`src/rtl/gpio_evt_pkg.sv`:
```
package gpio_evt_pkg;

    typedef enum logic [1:0] {
        EV_LEVEL = 2'd0,
        EV_RISE  = 2'd1,
        EV_OFF   = 2'd2,
        EV_BOTH  = 2'd3
    } ev_mode_e;

    typedef struct packed {
        logic     tx_state;
        logic     rx_off;
        logic     tx_off;
        logic     invert;
        ev_mode_e mode;
    } pad_cfg_t;

    localparam int CFG_W = $bits(pad_cfg_t);

    localparam pad_cfg_t CFG_RESET = '{
        tx_state: 1'b0,
        rx_off:   1'b0,
        tx_off:   1'b1,
        invert:   1'b0,
        mode:     EV_OFF
    };

endpackage

```
`src/rtl/gpio_evt_sync.sv`:
```
module gpio_evt_sync #(
    parameter int W = 32
) (
    input  logic         clk,
    input  logic         rst_n,
    input  logic [W-1:0] d_in,
    output logic [W-1:0] d_sync
);
    logic [W-1:0] stage1_q;
    logic [W-1:0] stage2_q;

    always_ff @(posedge clk or negedge rst_n) begin
        if (!rst_n) begin
            stage1_q <= '0;
            stage2_q <= '0;
        end else begin
            stage1_q <= d_in;
            stage2_q <= stage1_q;
        end
    end

    assign d_sync = stage2_q;
endmodule

```
`src/rtl/gpio_evt_detect.sv`:
```
module gpio_evt_detect
    import gpio_evt_pkg::*;
(
    input  logic     clk,
    input  logic     rst_n,
    input  logic     rx_sync,
    input  logic     invert,
    input  ev_mode_e mode,
    output logic     evt
);
    logic prev_q;
    logic cur_lvl;
    logic old_lvl;

    // history kept un-inverted so a polarity change makes no edge
    always_ff @(posedge clk or negedge rst_n) begin
        if (!rst_n) prev_q <= 1'b0;
        else        prev_q <= rx_sync;
    end

    assign cur_lvl = rx_sync ^ invert;
    assign old_lvl = prev_q ^ invert;

    always_comb begin
        unique case (mode)
            EV_LEVEL: evt = cur_lvl;
            EV_RISE:  evt = cur_lvl & ~old_lvl;
            EV_BOTH:  evt = cur_lvl ^ old_lvl;
            default:  evt = 1'b0;
        endcase
    end
endmodule

```
`src/rtl/gpio_evt_status.sv`:
```
module gpio_evt_status #(
    parameter int N = 32
) (
    input  logic         clk,
    input  logic         rst_n,
    input  logic [N-1:0] evt,
    input  logic [N-1:0] clr,
    output logic [N-1:0] st_q
);
    always_ff @(posedge clk or negedge rst_n) begin
        if (!rst_n) st_q <= '0;
        else        st_q <= (st_q & ~clr) | evt;
    end

    assert_evt_wins_R6: assert property (@(posedge clk) disable iff (!rst_n)
        (|evt) |=> ((st_q & $past(evt)) == $past(evt)));

    assert_w1c_clears_R5: assert property (@(posedge clk) disable iff (!rst_n)
        (|(clr & ~evt)) |=> ((st_q & $past(clr & ~evt)) == '0));
endmodule

```
`src/rtl/gpio_evt_unit.sv`:
```
module gpio_evt_unit
    import gpio_evt_pkg::*;
#(
    parameter int NPADS = 32,
    parameter int DW    = 32
) (
    input  logic                     clk,
    input  logic                     rst_n,
    input  logic [NPADS-1:0]         pad_in,
    input  logic                     reg_we,
    input  logic [$clog2(NPADS):0]   reg_addr,
    input  logic [DW-1:0]            reg_wdata,
    output logic [DW-1:0]            reg_rdata,
    output logic [NPADS-1:0]         pad_oe,
    output logic [NPADS-1:0]         pad_ie,
    output logic [NPADS-1:0]         pad_do,
    output logic                     irq_o
);
    localparam int IDX_W = $clog2(NPADS);
    localparam logic [IDX_W-1:0] A_STATUS = IDX_W'(0);
    localparam logic [IDX_W-1:0] A_ENABLE = IDX_W'(1);
    localparam logic [IDX_W-1:0] A_VALUE  = IDX_W'(2);

    logic [NPADS-1:0] rx_sync;
    logic [NPADS-1:0] evt;
    logic [NPADS-1:0] st_q;
    logic [NPADS-1:0] en_q;
    logic [NPADS-1:0] clr;
    logic [NPADS-1:0] value;
    pad_cfg_t         cfg_q [NPADS];

    logic             cfg_sel;
    logic [IDX_W-1:0] idx;

    assign cfg_sel = reg_addr[IDX_W];
    assign idx     = reg_addr[IDX_W-1:0];

    gpio_evt_sync #(.W(NPADS)) u_sync (
        .clk    (clk),
        .rst_n  (rst_n),
        .d_in   (pad_in),
        .d_sync (rx_sync)
    );

    for (genvar i = 0; i < NPADS; i++) begin : g_pad
        logic cfg_we;
        assign cfg_we = reg_we & cfg_sel & (idx == IDX_W'(i));

        always_ff @(posedge clk or negedge rst_n) begin
            if (!rst_n)      cfg_q[i] <= CFG_RESET;
            else if (cfg_we) cfg_q[i] <= pad_cfg_t'(reg_wdata[CFG_W-1:0]);
        end

        gpio_evt_detect u_det (
            .clk     (clk),
            .rst_n   (rst_n),
            .rx_sync (rx_sync[i]),
            .invert  (cfg_q[i].invert),
            .mode    (cfg_q[i].mode),
            .evt     (evt[i])
        );

        assign pad_oe[i] = ~cfg_q[i].tx_off;
        assign pad_ie[i] = ~cfg_q[i].rx_off;
        assign pad_do[i] = cfg_q[i].tx_state;
        assign value[i]  = cfg_q[i].tx_off ? rx_sync[i] : cfg_q[i].tx_state;

        assert_off_mode_quiet_R3: assert property (@(posedge clk) disable iff (!rst_n)
            (cfg_q[i].mode == EV_OFF && !st_q[i]) |=> !st_q[i]);
    end

    assign clr = (reg_we && !cfg_sel && idx == A_STATUS) ? reg_wdata[NPADS-1:0] : '0;

    gpio_evt_status #(.N(NPADS)) u_status (
        .clk   (clk),
        .rst_n (rst_n),
        .evt   (evt),
        .clr   (clr),
        .st_q  (st_q)
    );

    always_ff @(posedge clk or negedge rst_n) begin
        if (!rst_n)
            en_q <= '0;
        else if (reg_we && !cfg_sel && idx == A_ENABLE)
            en_q <= reg_wdata[NPADS-1:0];
    end

    assign irq_o = |(st_q & en_q);

    always_comb begin
        reg_rdata = '0;
        if (cfg_sel) begin
            for (int i = 0; i < NPADS; i++) begin
                if (idx == IDX_W'(i))
                    reg_rdata[CFG_W:0] = {rx_sync[i], cfg_q[i]};
            end
        end else begin
            case (idx)
                A_STATUS: reg_rdata[NPADS-1:0] = st_q;
                A_ENABLE: reg_rdata[NPADS-1:0] = en_q;
                A_VALUE:  reg_rdata[NPADS-1:0] = value;
                default:  reg_rdata = '0;
            endcase
        end
    end

    assert_irq_rise_cause_R8: assert property (@(posedge clk) disable iff (!rst_n)
        $rose(irq_o) |-> (st_q != $past(st_q)) || (en_q != $past(en_q)));
endmodule

```
`config.mk`:
```
export PLATFORM = sky130hd
export DESIGN_NAME = gpio_evt_unit
export DESIGN_NICKNAME = d
export VERILOG_FILES = /design/src/rtl/gpio_evt_pkg.sv /design/src/rtl/gpio_evt_sync.sv /design/src/rtl/gpio_evt_detect.sv /design/src/rtl/gpio_evt_status.sv /design/src/rtl/gpio_evt_unit.sv
export SDC_FILE = /design/constraint.sdc
export NUM_CORES = 1
export LEC_CHECK = 0
export ABC_AREA = 1
export CAP_MARGIN = 15
export CORE_MARGIN = 2
export CORE_UTILIZATION = 60
export DETAILED_ROUTE_END_ITERATION = 12
export DONT_BUFFER_PORTS = 1
export HOLD_SLACK_MARGIN = 0.15
export PLACE_DENSITY = 0.76
export SYNTH_ARGS = -nofsm -noshare
export SYNTH_HDL_FRONTEND = slang
export SYNTH_HIERARCHICAL = 1
export SYNTH_SLANG_ARGS = --single-unit
```
`constraint.sdc`:
```
create_clock -name clk -period 2.85 [get_ports clk]
set_input_delay 0.285 -clock clk [delete_from_list [all_inputs] [get_ports clk]]
set_output_delay 0.285 -clock clk [all_outputs]
set_load 0.02 [all_outputs]
```
==> summary.md, run 1 <==
The worst setup slack for register-to-register paths was 1.28 ns. For the via count of the first global-routing pass, the log shows 16300. The number of sinks on the clock net is 352. The core occupancy in the finished layout was 0.697; the first-pass GRT wire length was 86200 microns. The final period utilization works out to 1.13.

Reg-to-reg critical path endpoint: u_status/st_q[1]. The adder-cell share of the synthesized area is 0.0218, and the sequential area share after synthesis is 0.484. Summed over all layers, the global routing overflow is 0. The number of different library cells used by synthesis comes to 37. The share of synthesized cell area in and, or, nand and nor gates came out at 0.257. sky130_fd_sc_hd__nand2_1 is the most common cell in the netlist.

The run gives 0 as the initial antenna violation count. The worst slew slack as a fraction of its limit came out at 0.279. Minimum period implied by the final worst setup slack: 3.22 ns. The run finished, with violations left. Adding up every negative setup slack in the final design gives -1.74 ns. TritonCTS built the clock tree. The repair_antennas step left the layout with diodes totalling 0. The mux share of post-synthesis cell area is 0. The share of synthesized flip-flops with an asynchronous set or reset is 1.00, and the synthesized area is 18400 sq um. During I/O placement, the number of pins put on the boundary was 202. For this run, the leading register cell type out of synthesis is sky130_fd_sc_hd__dfrtp_1. The tools report the routed wire length as 55100 microns. For the global-route usage over all layers, the log shows 0.349.

TritonCTS created 40 clock buffers. The Yosys step of the flow raised 6 warnings. Setup repair after global routing could not meet its margin everywhere.

The logs give -0.537 ns for the worst hold margin and 30300 sq um for the area inside the core boundary. Buffers placed on the I/O ports in this run total 0. Final number of setup-violating endpoints: 7. The fmax was 311 MHz. The area share of the leading cell type in the synthesized netlist came out at 0.392. The min-delay analysis places its worst path in the category input pin to async pin. The number of register bits inferred by synthesis is 352, and the final number of max-transition violations is 0. Detailed routing inserted a total of 16800 vias. The post-synthesis average cell area is 7.40 sq um, and the reported leakage power is 10.3 nW. The critical path in this run is classified as flip-flop to output pin. The post-synthesis compound-gate area fraction was 0.101. Counting flops with a built-in enable in the synthesized netlist gives 0.

The height of the die was 179 microns; the placed standard-cell area was 18900 sq um. In the final routed layout, each cell accounts on average for 18.4 microns. The design draws 13.7 mW. The finished cells cover 21200 sq um. By count the netlist is led by sky130_fd_sc_hd__nand2_1 (819), sky130_fd_sc_hd__inv_1 (443), sky130_fd_sc_hd__dfrtp_1 (288). Startpoint of the lowest-slack register-to-register path: u_sync/d_sync[1]. The first detailed-routing pass took 6 iterations. Counting every instance in the synthesized netlist gives 2484.

The tools report the peak supply drop as 0.809 mV. For the pin with the worst max-slew slack, the measured transition is 1.08 ns. From synthesis to final layout, the design area changed by 15.1%. Ranked by total cell area, the synthesized netlist is headed by sky130_fd_sc_hd__dfrtp_1 (39%), sky130_fd_sc_hd__nand2_1 (17%), sky130_fd_sc_hd__dfstp_2 (9.1%). The clock-pin slew on the worst setup and hold paths works out to 0.06 ns. In this run the number of H-tree levels came out at 2. The worst setup path is captured at an output pin. By area, the combinational part of the netlist is dominated by simple AND/OR/NAND/NOR gates. The last weighted congestion value of the routability-driven placer is 0.953. The filler cells instantiated in the layout total 2414. The die covers 32100 sq um. The run gives 0 as the number of design rule violations left after detail routing.

The number of nets at the end of the flow is 2669, and the horizontal extent of the die is 179 microns. Prior to clock tree synthesis, the placed netlist has a worst setup slack of -0.0326 ns. The logs give 3 for the clock tree buffer depth and 2991 for the number of standard cells in the final layout excluding fillers. For the minimum setup slack in the final design, the log shows -0.369 ns.

Starting density of the core: 0.606. The number of nets handed over by synthesis was 2589. On the final layout, the worst clock skew is 0.0125 ns.

The tool flagged a number of max-cap violations equal to 0. The startpoint type of the worst setup path was a flip-flop. Share of final-layout standard cells stronger than drive strength 1: 0.118.

For the worst setup path, the data required time is 2.57 ns. Entering global routing, the biggest net connects 353 pins. Summed over all instances, the cell type with the most area after synthesis is sky130_fd_sc_hd__dfrtp_1. The power per cell area was 650 nW/um^2; the row count was 64.

The final count of hold timing violations is 352, and the via density per instance is 5.63. First-iteration detailed-routing DRC count: 1860. The xor/xnor cell area share of the yosys netlist is 0.0152, and the number of antenna-violating nets in the routed design is 0.

After legalization and detailed placement, the total HPWL measured 37500 microns. The checks that failed: negative hold slack, negative setup slack. After clock tree synthesis, the flow added hold-fix buffers numbering 58. Data arrives at the worst endpoint at 2.93 ns. The clock insertion delay at the later pin of the skew report is 0.53 ns, and the critical-path maximum fanout is 2.

Measured in cells, the most critical reg-to-reg path has a length of 10. In this run, placement finished with an instance count of 2842. In this run the clock root is driven by a sky130_fd_sc_hd__clkbuf_16.
==> worst max path at each step <==
stage | start | end | slack (ns)
after floorplan | reg_addr[0] | reg_rdata[5] | 0.51
after global placement | reg_addr[4] | reg_rdata[4] | -0.006
after detailed placement | reg_addr[4] | reg_rdata[4] | -0.03
after CTS | cfg_q[190] | reg_rdata[4] | -0.39
after global routing | cfg_q[190] | reg_rdata[4] | -0.56
final | cfg_q[190] | reg_rdata[4] | -0.37
==> report_power, final <==
part	internal (mW)	switching (mW)
sequential	5.58	0.612
clock	3.30	2.10
combinational	0.790	1.36
==> timing repair <==
item / in CTS / in global routing
setup buffers: 14 / 4
gates resized for setup: 38 / 24
pin swaps: 22 / 27
setup endpoints to repair: 8 / 8
endpoints found under the hold margin: 436 / 352
==> critical path, stage by stage (launching register included) <==
cell and delay (ns):
sky130_fd_sc_hd__dfrtp_1 0.39, sky130_fd_sc_hd__nand4_1 0.10, sky130_fd_sc_hd__nand2_1 0.06, sky130_fd_sc_hd__nor2_1 0.10
sky130_fd_sc_hd__nand4_1 0.08, sky130_fd_sc_hd__nand2_1 0.08, sky130_fd_sc_hd__nand4_1 0.11, sky130_fd_sc_hd__nor2_1 0.11
sky130_fd_sc_hd__nand4_1 0.10, sky130_fd_sc_hd__nand2_1 0.10, sky130_fd_sc_hd__nand4_1 0.12, sky130_fd_sc_hd__nand2_1 0.10
sky130_fd_sc_hd__nand3_2 0.08, sky130_fd_sc_hd__nand2_2 0.08, sky130_fd_sc_hd__nand4_1 0.12, sky130_fd_sc_hd__nor2_2 0.14
sky130_fd_sc_hd__nand4_1 0.14, sky130_fd_sc_hd__nand2_1 0.12, sky130_fd_sc_hd__nand3_1 0.07, sky130_fd_sc_hd__nand2_1 0.07
sky130_fd_sc_hd__nand2_2 0.10
==> layout make-up <==
class                           instances  area, sq um  area share
Sequential cell                       352         8900       0.420
Multi-Input combinational cell       1568         7420       0.351
Inverter                              455         1710      0.0809
Timing Repair Buffer                  147         1260      0.0596
Clock buffer                           53         1110      0.0525
Tap cell                              396          495      0.0234
Clock inverter                         20          268      0.0127
==> flip-flops by register name, indices dropped and copies added (netlist names) <==
| signal | flops |
|---|---|
| pad_do | 32 |
| u_sync/d_sync | 32 |
| u_sync/stage1_q | 32 |
| cfg_q | 160 |
| u_status/st_q | 32 |
| g_pad.u_det/prev_q | 32 |
| en_q | 32 |
==> placed cells by master, fill, tap and decap left out, drive strengths merged <==
| master | instances |
|---|---|
| dfrtp | 288 |
| dlygate4sd3 | 58 |
| o311ai | 6 |
| nor2 | 154 |
| o221ai | 9 |
| a21oi | 21 |
| clkinv | 11 |
| buf | 89 |
| and2 | 32 |
| inv | 453 |
| o21ai | 282 |
| nand2 | 819 |
| o22ai | 15 |
| nor4 | 1 |
| bufinv | 6 |
| clkbuf | 53 |
| a22o | 1 |
| nor3 | 4 |
| ha | 32 |
| o211ai | 7 |
| and3 | 1 |
| clkinvlp | 5 |
| or2 | 11 |
| nand3b | 2 |
| nand3 | 94 |
| nand4 | 40 |
| a221oi | 3 |
| xnor2 | 32 |
| dfstp | 64 |
| a221o | 2 |
==> cell families (layout without fill, tap and decap cells) <==
kind of cell,count (synthesis),count (layout)
AO/OA/AOI/OAI,346,346
XOR/XNOR,32,32
adder cells (fa/ha/maj),32,32
buffers and inverters,564,675
flip-flops,352,352
AND/OR/NAND/NOR,1158,1158
==> layer usage <==
| layer | share of wire | vias up | global-route usage | wire [microns] |
|---|---|---|---|---|
| met5 | 0 | - | 0 | 0 |
| met4 | 0.042 | 0 | 0.157 | 2310 |
| met3 | 0.097 | 172 | 0.0700 | 5340 |
| met2 | 0.46 | 817 | 0.559 | 25600 |
| met1 | 0.40 | 8070 | 0.459 | 21900 |
| li1 | - | 7774 | - | - |
No activity file was read; power rests on OpenSTA's default activity.
==> run 2: changes to the inputs <==
--- a/config.mk
+++ b/config.mk
@@ -5,7 +5,6 @@
 export SDC_FILE = /design/constraint.sdc
 export NUM_CORES = 1
 export LEC_CHECK = 0
-export ABC_AREA = 1
 export CAP_MARGIN = 15
 export CORE_MARGIN = 2
 export CORE_UTILIZATION = 60
==> run 2 against run 1 <==
Effect of this change:
- the flow finishes with violations (negative hold slack)
- clock power is 6.7% lower
- sequential share of layout area is 0.086 points higher
- final area is 0.22% lower
- fmax is 13% higher
- clock skew is 0.0014 ns lower
- synthesized cell count is 31% lower
- register-to-register slack worse by 0.07 ns
- worst setup slack better by 0.38 ns
- die area is 1.0% higher
- total power is 0.61% higher
- first-iteration DRC count is 2.8% higher
- wire length is 24% higher
==> summary.md, run 2 <==
The flow ran to the end, but the final reports show violations. Violated checks: negative hold slack (was negative hold slack, negative setup slack). The largest incremental delay on the critical path was 0.44 ns (was 0.39 ns).

The synthesized area was 18600 sq um (was 18400 sq um); the share of synthesized flip-flops with an asynchronous set or reset was 1.00 (unchanged). The library cell occupying the most area in the post-synthesis netlist was sky130_fd_sc_hd__dfrtp_1 (unchanged). The final count of hold timing violations came out at 352 (unchanged).

Clock share of power: 0.364 (was 0.393). The most numerous cell in the Yosys netlist was sky130_fd_sc_hd__dfrtp_1 (was sky130_fd_sc_hd__nand2_1). The global-route congestion overflow total came out at 0 (unchanged). CP cell instances: o21ai_0, o21ai_1, a32o_1, a211oi_2, o21ai_2, a221o_1, buf_6 (was nand4_1, nand2_1, nor2_1, nand4_1, nand2_1, nand4_1, nor2_1, nand4_1, nand2_1, nand4_1, nand2_1, nand3_2, nand2_2, nand4_1, nor2_2, nand4_1, nand2_1, nand3_1, nand2_1, nand2_2). The run gives 0 (unchanged) as the number of antenna diodes. Post-synthesis average cell area: 10.8 sq um (was 7.40 sq um). The number of register bits inferred by synthesis is 352 (unchanged).

The fmax is 352 MHz (was 311 MHz). The clock buffer count from CTS was 37 (was 40). The kind of end point of the critical path was an output pin (unchanged). The via density per instance was 6.87 (was 5.63); the global-route usage over all layers was 0.418 (was 0.349). The transition time at the pin with the least slew margin works out to 0.806 ns (was 1.08 ns).

Worst hold path class: input pin to async pin (unchanged). The power per cell area is 655 nW/um^2 (was 650 nW/um^2), and the sum of negative setup slack is 0 ns (was -1.74 ns). The logs give 0.797 mV (was 0.809 mV) for the peak supply drop and 18900 sq um (about the same) for the placed standard-cell area. For the fill cell instance count of the final layout, the log shows 2179 (was 2414). The startpoint type of the worst setup path was a flip-flop (unchanged). The area share of the leading cell type in the synthesized netlist was 0.388 (was 0.392); the critical path arrival was 2.56 ns (was 2.93 ns). The run gives 0.609 (was 0.606) as the starting density of the core.

Final number of setup-violating endpoints: 0 (was 7). Kind of cell adding the most delay to the critical path: compound AO/OA/AOI/OAI gates (was simple AND/OR/NAND/NOR gates). The leading register cell type out of synthesis was sky130_fd_sc_hd__dfrtp_1 (unchanged). The horizontal extent of the die came out at 180 microns (was 179 microns). The sequential cell area is 8890 sq um (was 8900 sq um), and the logic gate share of total power is 0.164 (was 0.156). The height of the die is 180 microns (was 179 microns), and the share of total power consumed by net switching is 0.298 (was 0.297). The number of standard cells in the final layout excluding fillers is 2201 (was 2991).

The logs give 14800 (was 16300) for the via count of the first global-routing pass and 0.692 (was 0.697) for the core occupancy in the finished layout. Switching power of the nets: 4.12 mW (was 4.08 mW). For the setup skew after layout, the log shows 0.0111 ns (was 0.0125 ns). The run gives 7 (was 6) as the iteration count of the initial detailed-routing pass. Startpoint of the lowest-slack register-to-register path: u_sync/d_sync[18] (was u_sync/d_sync[1]). The logs give 71 (was 58) for the post-cts hold buffer count and 202 (unchanged) for the top-level port count.

The logs give 0.471 (was 0.451) for the power share of the sequential group and 3 (unchanged) for the clock tree buffer depth. The number of port buffers is 0 (unchanged). The initial antenna violation count was 1 (was 0).

The cell with the largest stage delay on the worst path is sky130_fd_sc_hd__dfrtp_2 (was sky130_fd_sc_hd__dfrtp_1). The logs give 0 (unchanged) for the number of design rule violations left after detail routing and 100000 microns (was 86200 microns) for the first-pass GRT wire length. The routed wire length was 68600 microns (was 55100 microns). The tools report the number of nets at the end of the flow as 1882 (was 2669).

The post-synthesis to final-layout area growth was 13.7% (was 15.1%). Post-synth top cells: sky130_fd_sc_hd__dfrtp_1 (288), sky130_fd_sc_hd__mux2_2 (211), sky130_fd_sc_hd__nand2_1 (126) (was sky130_fd_sc_hd__nand2_1 (819), sky130_fd_sc_hd__inv_1 (443), sky130_fd_sc_hd__dfrtp_1 (288)). The final number of max-transition violations came out at 0 (unchanged). TritonCTS built the clock tree. Reg-to-reg critical path endpoint: u_status/st_q[18] (was u_status/st_q[1]). First-iteration detailed-routing DRC count: 1913 (was 1860).

The clock tree root buffer cell is sky130_fd_sc_hd__clkbuf_16 (unchanged). The type of the worst setup path was flip-flop to output pin (unchanged). The number of antenna-violating nets in the routed design is 0 (unchanged), and the combined buffer and inverter count along the critical path is 1 (was 0). Setup repair after global routing could not meet its margin everywhere. The tools report the area of the multi-input gates as 8650 sq um (was 7420 sq um).

The logs give 15100 (was 16800) for the routed via count and 2059 (was 2842) for the number of placed instances, taps included. The last weighted congestion value of the routability-driven placer is 1.07 (was 0.953). Top cells by area, synth: sky130_fd_sc_hd__dfrtp_1 (39%), sky130_fd_sc_hd__mux2_2 (13%), sky130_fd_sc_hd__dfstp_2 (9.1%) (was sky130_fd_sc_hd__dfrtp_1 (39%), sky130_fd_sc_hd__nand2_1 (17%), sky130_fd_sc_hd__dfstp_2 (9.1%)).

The critical-path maximum fanout works out to 4 (was 2). The logs give -0.548 ns (was -0.537 ns) for the worst hold margin and 9.71 mW (was 9.67 mW) for the internal power contribution. Final cell area excluding filler cells: 21100 sq um (was 21200 sq um).

Final period utilization: 0.997 (was 1.13). The tools report the clock insertion delay at the later pin of the skew report as 0.53 ns (about the same). The worst setup slack for register-to-register paths is 1.21 ns (was 1.28 ns). The run gives 32400 sq um (was 32100 sq um) as the die area. The clock-pin slew on the worst setup and hold paths is 0.06 ns (about the same), and the required time of the critical path is 2.57 ns (about the same). The logs give 82 (was 37) for the count of different cell masters after synthesis and 2 (unchanged) for the level count of the clock H-tree. The worst slew slack as a fraction of its limit was 0.463 (was 0.279).

The logs give 6 (unchanged) for the number of synthesis warnings and 352 (unchanged) for the number of sinks on the clock net. The number of flops mapped to enable cells by yosys was 0 (unchanged); the average wire per cell in the routed design was 31.1 microns (was 18.4 microns). The register name with the most flops is cfg_q (unchanged). The flip-flop count of the largest register after layout works out to 160 (unchanged). For the row count, the log shows 64 (unchanged). For the total power consumption of the routed design, the log shows 13.8 mW (was 13.7 mW). The share of final-layout standard cells stronger than drive strength 1 works out to 0.267 (was 0.118). The minimum period implied by the final worst setup slack is 2.84 ns (was 3.22 ns). The synthesized instance count is 1714 (was 2484), and the minimum setup slack in the final design is 0.00863 ns (was -0.369 ns). Half-perimeter wire length after detailed placement: 48800 microns (was 37500 microns). Commonest non-fill, non-tap cells in the layout: sky130_fd_sc_hd__dfrtp_1 (283), sky130_fd_sc_hd__mux2_2 (211), sky130_fd_sc_hd__nand2_1 (126) (was sky130_fd_sc_hd__nand2_1 (797), sky130_fd_sc_hd__inv_1 (429), sky130_fd_sc_hd__dfrtp_1 (282)). The largest net degree at the start of global routing was 353 (unchanged); the sequential area share after synthesis was 0.479 (was 0.484). The run gives 0.177 ns (was -0.0326 ns) as the setup slack after placement. Number of cell instances on the worst register-to-register path: 5 (was 10).

The reported leakage power was 8.90 nW (was 10.3 nW). The number of violations of the max-capacitance limit was 0 (unchanged). For the area inside the core boundary, the log shows 30500 sq um (was 30300 sq um). The most common cell after layout, fill and taps aside is sky130_fd_sc_hd__dfrtp_1 (was sky130_fd_sc_hd__nand2_1). The tools report the total nets after synthesis as 1819 (was 2589).
-- run 2: cells by family (layout without fill, tap and decap cells) --
kind of cell / count (synthesis) / after routing / share of synthesized area
buffers and inverters: 234 / 325 / 0.0618
XOR/XNOR: 65 / 65 / 0.0307
flip-flops: 352 / 352 / 0.479
multiplexers: 253 / 253 / 0.151
adder cells (fa/ha/maj): 32 / 32 / 0.0216
AO/OA/AOI/OAI: 386 / 386 / 0.145
AND/OR/NAND/NOR: 392 / 392 / 0.111
-- run 2: metal layers --
layer / up-vias / part of all wire / global-route usage
li1: 6282 / - / -
met5: - / 0.00019 / 0
met4: 2 / 0.047 / 0.179
met3: 193 / 0.098 / 0.0926
met1: 7682 / 0.40 / 0.567
met2: 971 / 0.46 / 0.654
-- run 2: cell type report --
cell class	instances	area share
multi-input cells	1128	0.410
repair buffers	152	0.0661
clock buffers	56	0.0526
clock inverters	11	0.00812
flip-flops and latches	352	0.421
well taps	396	0.0235
inverters	106	0.0188
-- run 2: repair_timing --
item | in CTS | in global routing
setup endpoints to repair | 5 | 5
pin swaps | 3 | 7
gates resized for setup | 10 | 18
endpoints found under the hold margin | 640 | 352
setup buffers | 0 | 4
-- run 2: power by group through the flow --
stage               clock network (mW)  registers [mW]  logic, mW
CTS                               5.07            6.48       2.19
global route                      5.30            6.55       2.41
detailed placement                   0            6.56       2.00
global placement                     0            6.54       1.93
floorplan                            0            6.09       1.80
finish                            5.04            6.52       2.27
-- run 2: worst max-delay path by stage --
stage,start,to,slack [ns],cells past startpoint
6_report,u_sync/d_sync[6],reg_rdata[6],0.009,7
5_1_grt,cfg_q[189],reg_rdata[0],-0.008,6
4_1_cts,cfg_q[176],reg_rdata[2],0.001,7
3_5_place_dp,reg_addr[4],reg_rdata[2],0.18,8
3_3_place_gp,u_sync/d_sync[11],reg_rdata[6],0.21,7
2_1_floorplan,reg_addr[0],reg_rdata[2],0.64,9
==> run 3: changes to the inputs <==
--- a/config.mk
+++ b/config.mk
@@ -6,12 +6,14 @@
 export NUM_CORES = 1
 export LEC_CHECK = 0
 export CAP_MARGIN = 15
+export CELL_PAD_IN_SITES_DETAIL_PLACEMENT = 2
+export CELL_PAD_IN_SITES_GLOBAL_PLACEMENT = 2
 export CORE_MARGIN = 2
-export CORE_UTILIZATION = 60
+export CORE_UTILIZATION = 42
 export DETAILED_ROUTE_END_ITERATION = 12
 export DONT_BUFFER_PORTS = 1
 export HOLD_SLACK_MARGIN = 0.15
-export PLACE_DENSITY = 0.76
+export PLACE_DENSITY_LB_ADDON = 0.1
 export SYNTH_ARGS = -nofsm -noshare
 export SYNTH_HDL_FRONTEND = slang
 export SYNTH_HIERARCHICAL = 1
==> run 3 against run 2 <==
Effect of this change:
- the flow still finishes with violations (negative hold slack)
- sequential cell count unchanged
- worst hold slack got worse by 0.040 ns
- clock skew increased by 0.0094 ns
- count of clock-buffer cells in the layout increased by 5
- sequential share of layout area decreased by 1.1 points
- clock power increased by 12%
- critical path type unchanged
- critical endpoint is now reg_rdata[1]
- highest routed layer is now met4
==> summary.md, run 3 (same netlist as run 2, synthesis figures left out) <==
The largest net degree at the start of global routing was 353 (unchanged). The run finished, with violations left. First-iteration detailed-routing DRC count: 1498 (was 1913). Worst hold margin: -0.588 ns (was -0.548 ns). The number of design rule violations left after detail routing was 0 (unchanged); the reported leakage power was 9.11 nW (was 8.90 nW). The kind of end point of the critical path is an output pin (unchanged). The post-cts hold buffer count came out at 76 (was 71). The most common cell after layout, fill and taps aside was sky130_fd_sc_hd__dfrtp_1 (unchanged). The minimum period implied by the final worst setup slack is 2.83 ns (was 2.84 ns), and the number of port buffers is 0 (unchanged).

The tools report the clock tree root buffer cell as sky130_fd_sc_hd__clkbuf_16 (unchanged). Transition time at the pin with the least slew margin: 0.757 ns (was 0.806 ns). The starting density of the core was 0.423 (was 0.609); the level count of the clock H-tree was 2 (unchanged).

The final count of hold timing violations was 352 (unchanged); the via density per instance was 6.24 (was 6.87). For the global-route congestion overflow total, the log shows 0 (unchanged). Setup repair after global routing left no endpoint under its margin. The peak supply drop is 0.496 mV (was 0.797 mV), and the via count of the first global-routing pass is 16400 (was 14800). The run gives 1 (unchanged) as the initial antenna violation count. Violated checks: negative hold slack (unchanged). The share of final-layout standard cells stronger than drive strength 1 is 0.278 (was 0.267), and the critical path arrival is 2.55 ns (was 2.56 ns). The flip-flop count of the largest register after layout came out at 160 (unchanged). The worst hold path class was input pin to async pin (unchanged). The critical-path maximum fanout works out to 4 (unchanged). The largest incremental delay on the critical path is 0.60 ns (was 0.44 ns). The final period utilization is 0.994 (was 0.997), and the number of cell instances on the worst register-to-register path is 4 (was 5). The horizontal extent of the die was 214 microns (was 180 microns). Number of antenna-violating nets in the routed design: 0 (unchanged).

The fmax is 353 MHz (was 352 MHz). The number of nets at the end of the flow is 1908 (was 1882). The area inside the core boundary was 43900 sq um (was 30500 sq um); the combined buffer and inverter count along the critical path was 0 (was 1).

Worst slew slack as a fraction of its limit: 0.495 (was 0.463). The cell with the largest stage delay on the worst path is sky130_fd_sc_hd__dfstp_2 (was sky130_fd_sc_hd__dfrtp_2). The kind of cell adding the most delay to the critical path is compound AO/OA/AOI/OAI gates (unchanged).

The logs give 0 (unchanged) for the final number of max-transition violations and 0.494 (was 0.692) for the core occupancy in the finished layout. The setup slack after placement came out at 0.254 ns (was 0.177 ns). The sequential cell area was 8900 sq um (was 8890 sq um). The clock tree buffer depth was 3 (unchanged); the area of the multi-input gates was 8650 sq um (about the same).

The reg-to-reg critical path endpoint is u_status/st_q[19] (was u_status/st_q[18]). The register name with the most flops is cfg_q (unchanged). TritonCTS built the clock tree. CP cell instances: nor3_1, a2111oi_1, a2111oi_0, nand3_1, o21ai_0, nand3_1 (was o21ai_0, o21ai_1, a32o_1, a211oi_2, o21ai_2, a221o_1, buf_6).

The die area was 45900 sq um (was 32400 sq um). The first-pass GRT wire length was 118000 microns (was 100000 microns). For the routed wire length, the log shows 81400 microns (was 68600 microns). The type of the worst setup path was flip-flop to output pin (unchanged).

For the clock buffer count from CTS, the log shows 41 (was 37). Height of the die: 214 microns (was 180 microns). Startpoint type of the worst setup path: a flip-flop (unchanged). The power per cell area came out at 679 nW/um^2 (was 655 nW/um^2).

The logs give 4380 (was 2179) for the fill cell instance count of the final layout and 15200 (was 15100) for the routed via count. The setup skew after layout came out at 0.0205 ns (was 0.0111 ns). Last weighted congestion value of the routability-driven placer: 0.960 (was 1.07). The clock insertion delay at the later pin of the skew report was 0.58 ns (was 0.53 ns).

Startpoint of the lowest-slack register-to-register path: cfg_q[74] (was u_sync/d_sync[18]). The tools report the worst setup slack for register-to-register paths as 1.04 ns (was 1.21 ns). By instance count, the cell type seen most on the critical path is sky130_fd_sc_hd__nand3_1. The sum of negative setup slack was 0 ns (unchanged). Commonest non-fill, non-tap cells in the layout: sky130_fd_sc_hd__dfrtp_1 (281), sky130_fd_sc_hd__mux2_2 (208), sky130_fd_sc_hd__nand2_1 (126) (was sky130_fd_sc_hd__dfrtp_1 (283), sky130_fd_sc_hd__mux2_2 (211), sky130_fd_sc_hd__nand2_1 (126)). The minimum setup slack in the final design is 0.0173 ns (was 0.00863 ns). The average wire per cell in the routed design came out at 33.5 microns (was 31.1 microns).

For the row count, the log shows 77 (was 64). The tools report the required time of the critical path as 2.57 ns (about the same). The run gives 352 (unchanged) as the number of sinks on the clock net. The iteration count of the initial detailed-routing pass was 7 (unchanged); the clock-pin slew on the worst setup and hold paths was 0.06 ns (about the same).

For the global-route usage over all layers, the log shows 0.351 (was 0.418). The tools report the number of violations of the max-capacitance limit as 0 (unchanged). The post-synthesis to final-layout area growth is 16.9% (was 13.7%), and the top-level port count is 202 (unchanged). The half-perimeter wire length after detailed placement was 57600 microns (was 48800 microns).

For the final number of setup-violating endpoints, the log shows 0 (unchanged).
==> run 3: cell types whose count changed in the layout (fill, tap and decap cells not counted), moves of 3 or more <==
cell / change
sky130_fd_sc_hd__a21oi_2: +3
sky130_fd_sc_hd__mux2_4: +3
sky130_fd_sc_hd__clkinv_2: +4
sky130_fd_sc_hd__inv_1: -3
sky130_fd_sc_hd__a21oi_1: -3
sky130_fd_sc_hd__mux2_2: -3
sky130_fd_sc_hd__clkbuf_16: +4
sky130_fd_sc_hd__buf_4: +17
sky130_fd_sc_hd__dlygate4sd3_1: +5
==> run 3: worst max path at each step <==
stage | from | to | slack [ns] | cells after the start
final | cfg_q[67] | reg_rdata[1] | 0.02 | 6
after global routing | cfg_q[189] | reg_rdata[0] | 0.00004 | 7
after CTS | u_sync/d_sync[23] | reg_rdata[6] | -0.08 | 6
after detailed placement | reg_addr[2] | reg_rdata[4] | 0.25 | 8
after global placement | u_sync/d_sync[11] | reg_rdata[6] | 0.16 | 6
after floorplan | reg_addr[0] | reg_rdata[2] | 0.64 | 9
==> run 3: stage by stage <==
step / cell area, sq um / std cells / total power, mW
after detailed placement: 19200 / 2262 / 8.83
after floorplan: 18600 / 1714 / 7.89
final: 21700 / 2429 / 14.7
after global placement: 19200 / 2262 / 8.68
after global routing: 21700 / 2428 / 15.2
after CTS: 21600 / 2417 / 14.7
==> run 3: where the power goes <==
| group | switching [mW] | internal, mW | total (mW) |
|---|---|---|---|
| clock | 2.22 | 3.41 | 5.64 |
| combinational | 1.53 | 1.04 | 2.57 |
| sequential | 0.888 | 5.65 | 6.54 |
==> run 3: cell type report <==
| type | count | share of cell area |
|---|---|---|
| timing repair buffer | 174 | 0.0735 |
| antenna | 1 | 0.000115 |
| clock buffer | 61 | 0.0559 |
| clock inverter | 15 | 0.00974 |
| tap | 592 | 0.0341 |
| multi-input combinational | 1128 | 0.398 |
| inverter | 106 | 0.0185 |
| sequential | 352 | 0.410 |
==> run 3: what timing repair did <==
item / CTS / global route
endpoints found under the setup margin: 6 / 5
resized for setup: 22 / 15
pin swaps: 7 / 14
gates cloned: 0 / 0
setup buffers: 3 / 11
hold endpoints to repair: 640 / 352
==> run 3: metal layers <==
metal / wire [microns] / up-vias / global-route usage
met3: 5520 / 138 / 0.0597
met1: 35200 / 8068 / 0.480
met4: 4110 / 0 / 0.166
met2: 36600 / 641 / 0.544
met5: 0 / - / 0
li1: - / 6321 / -
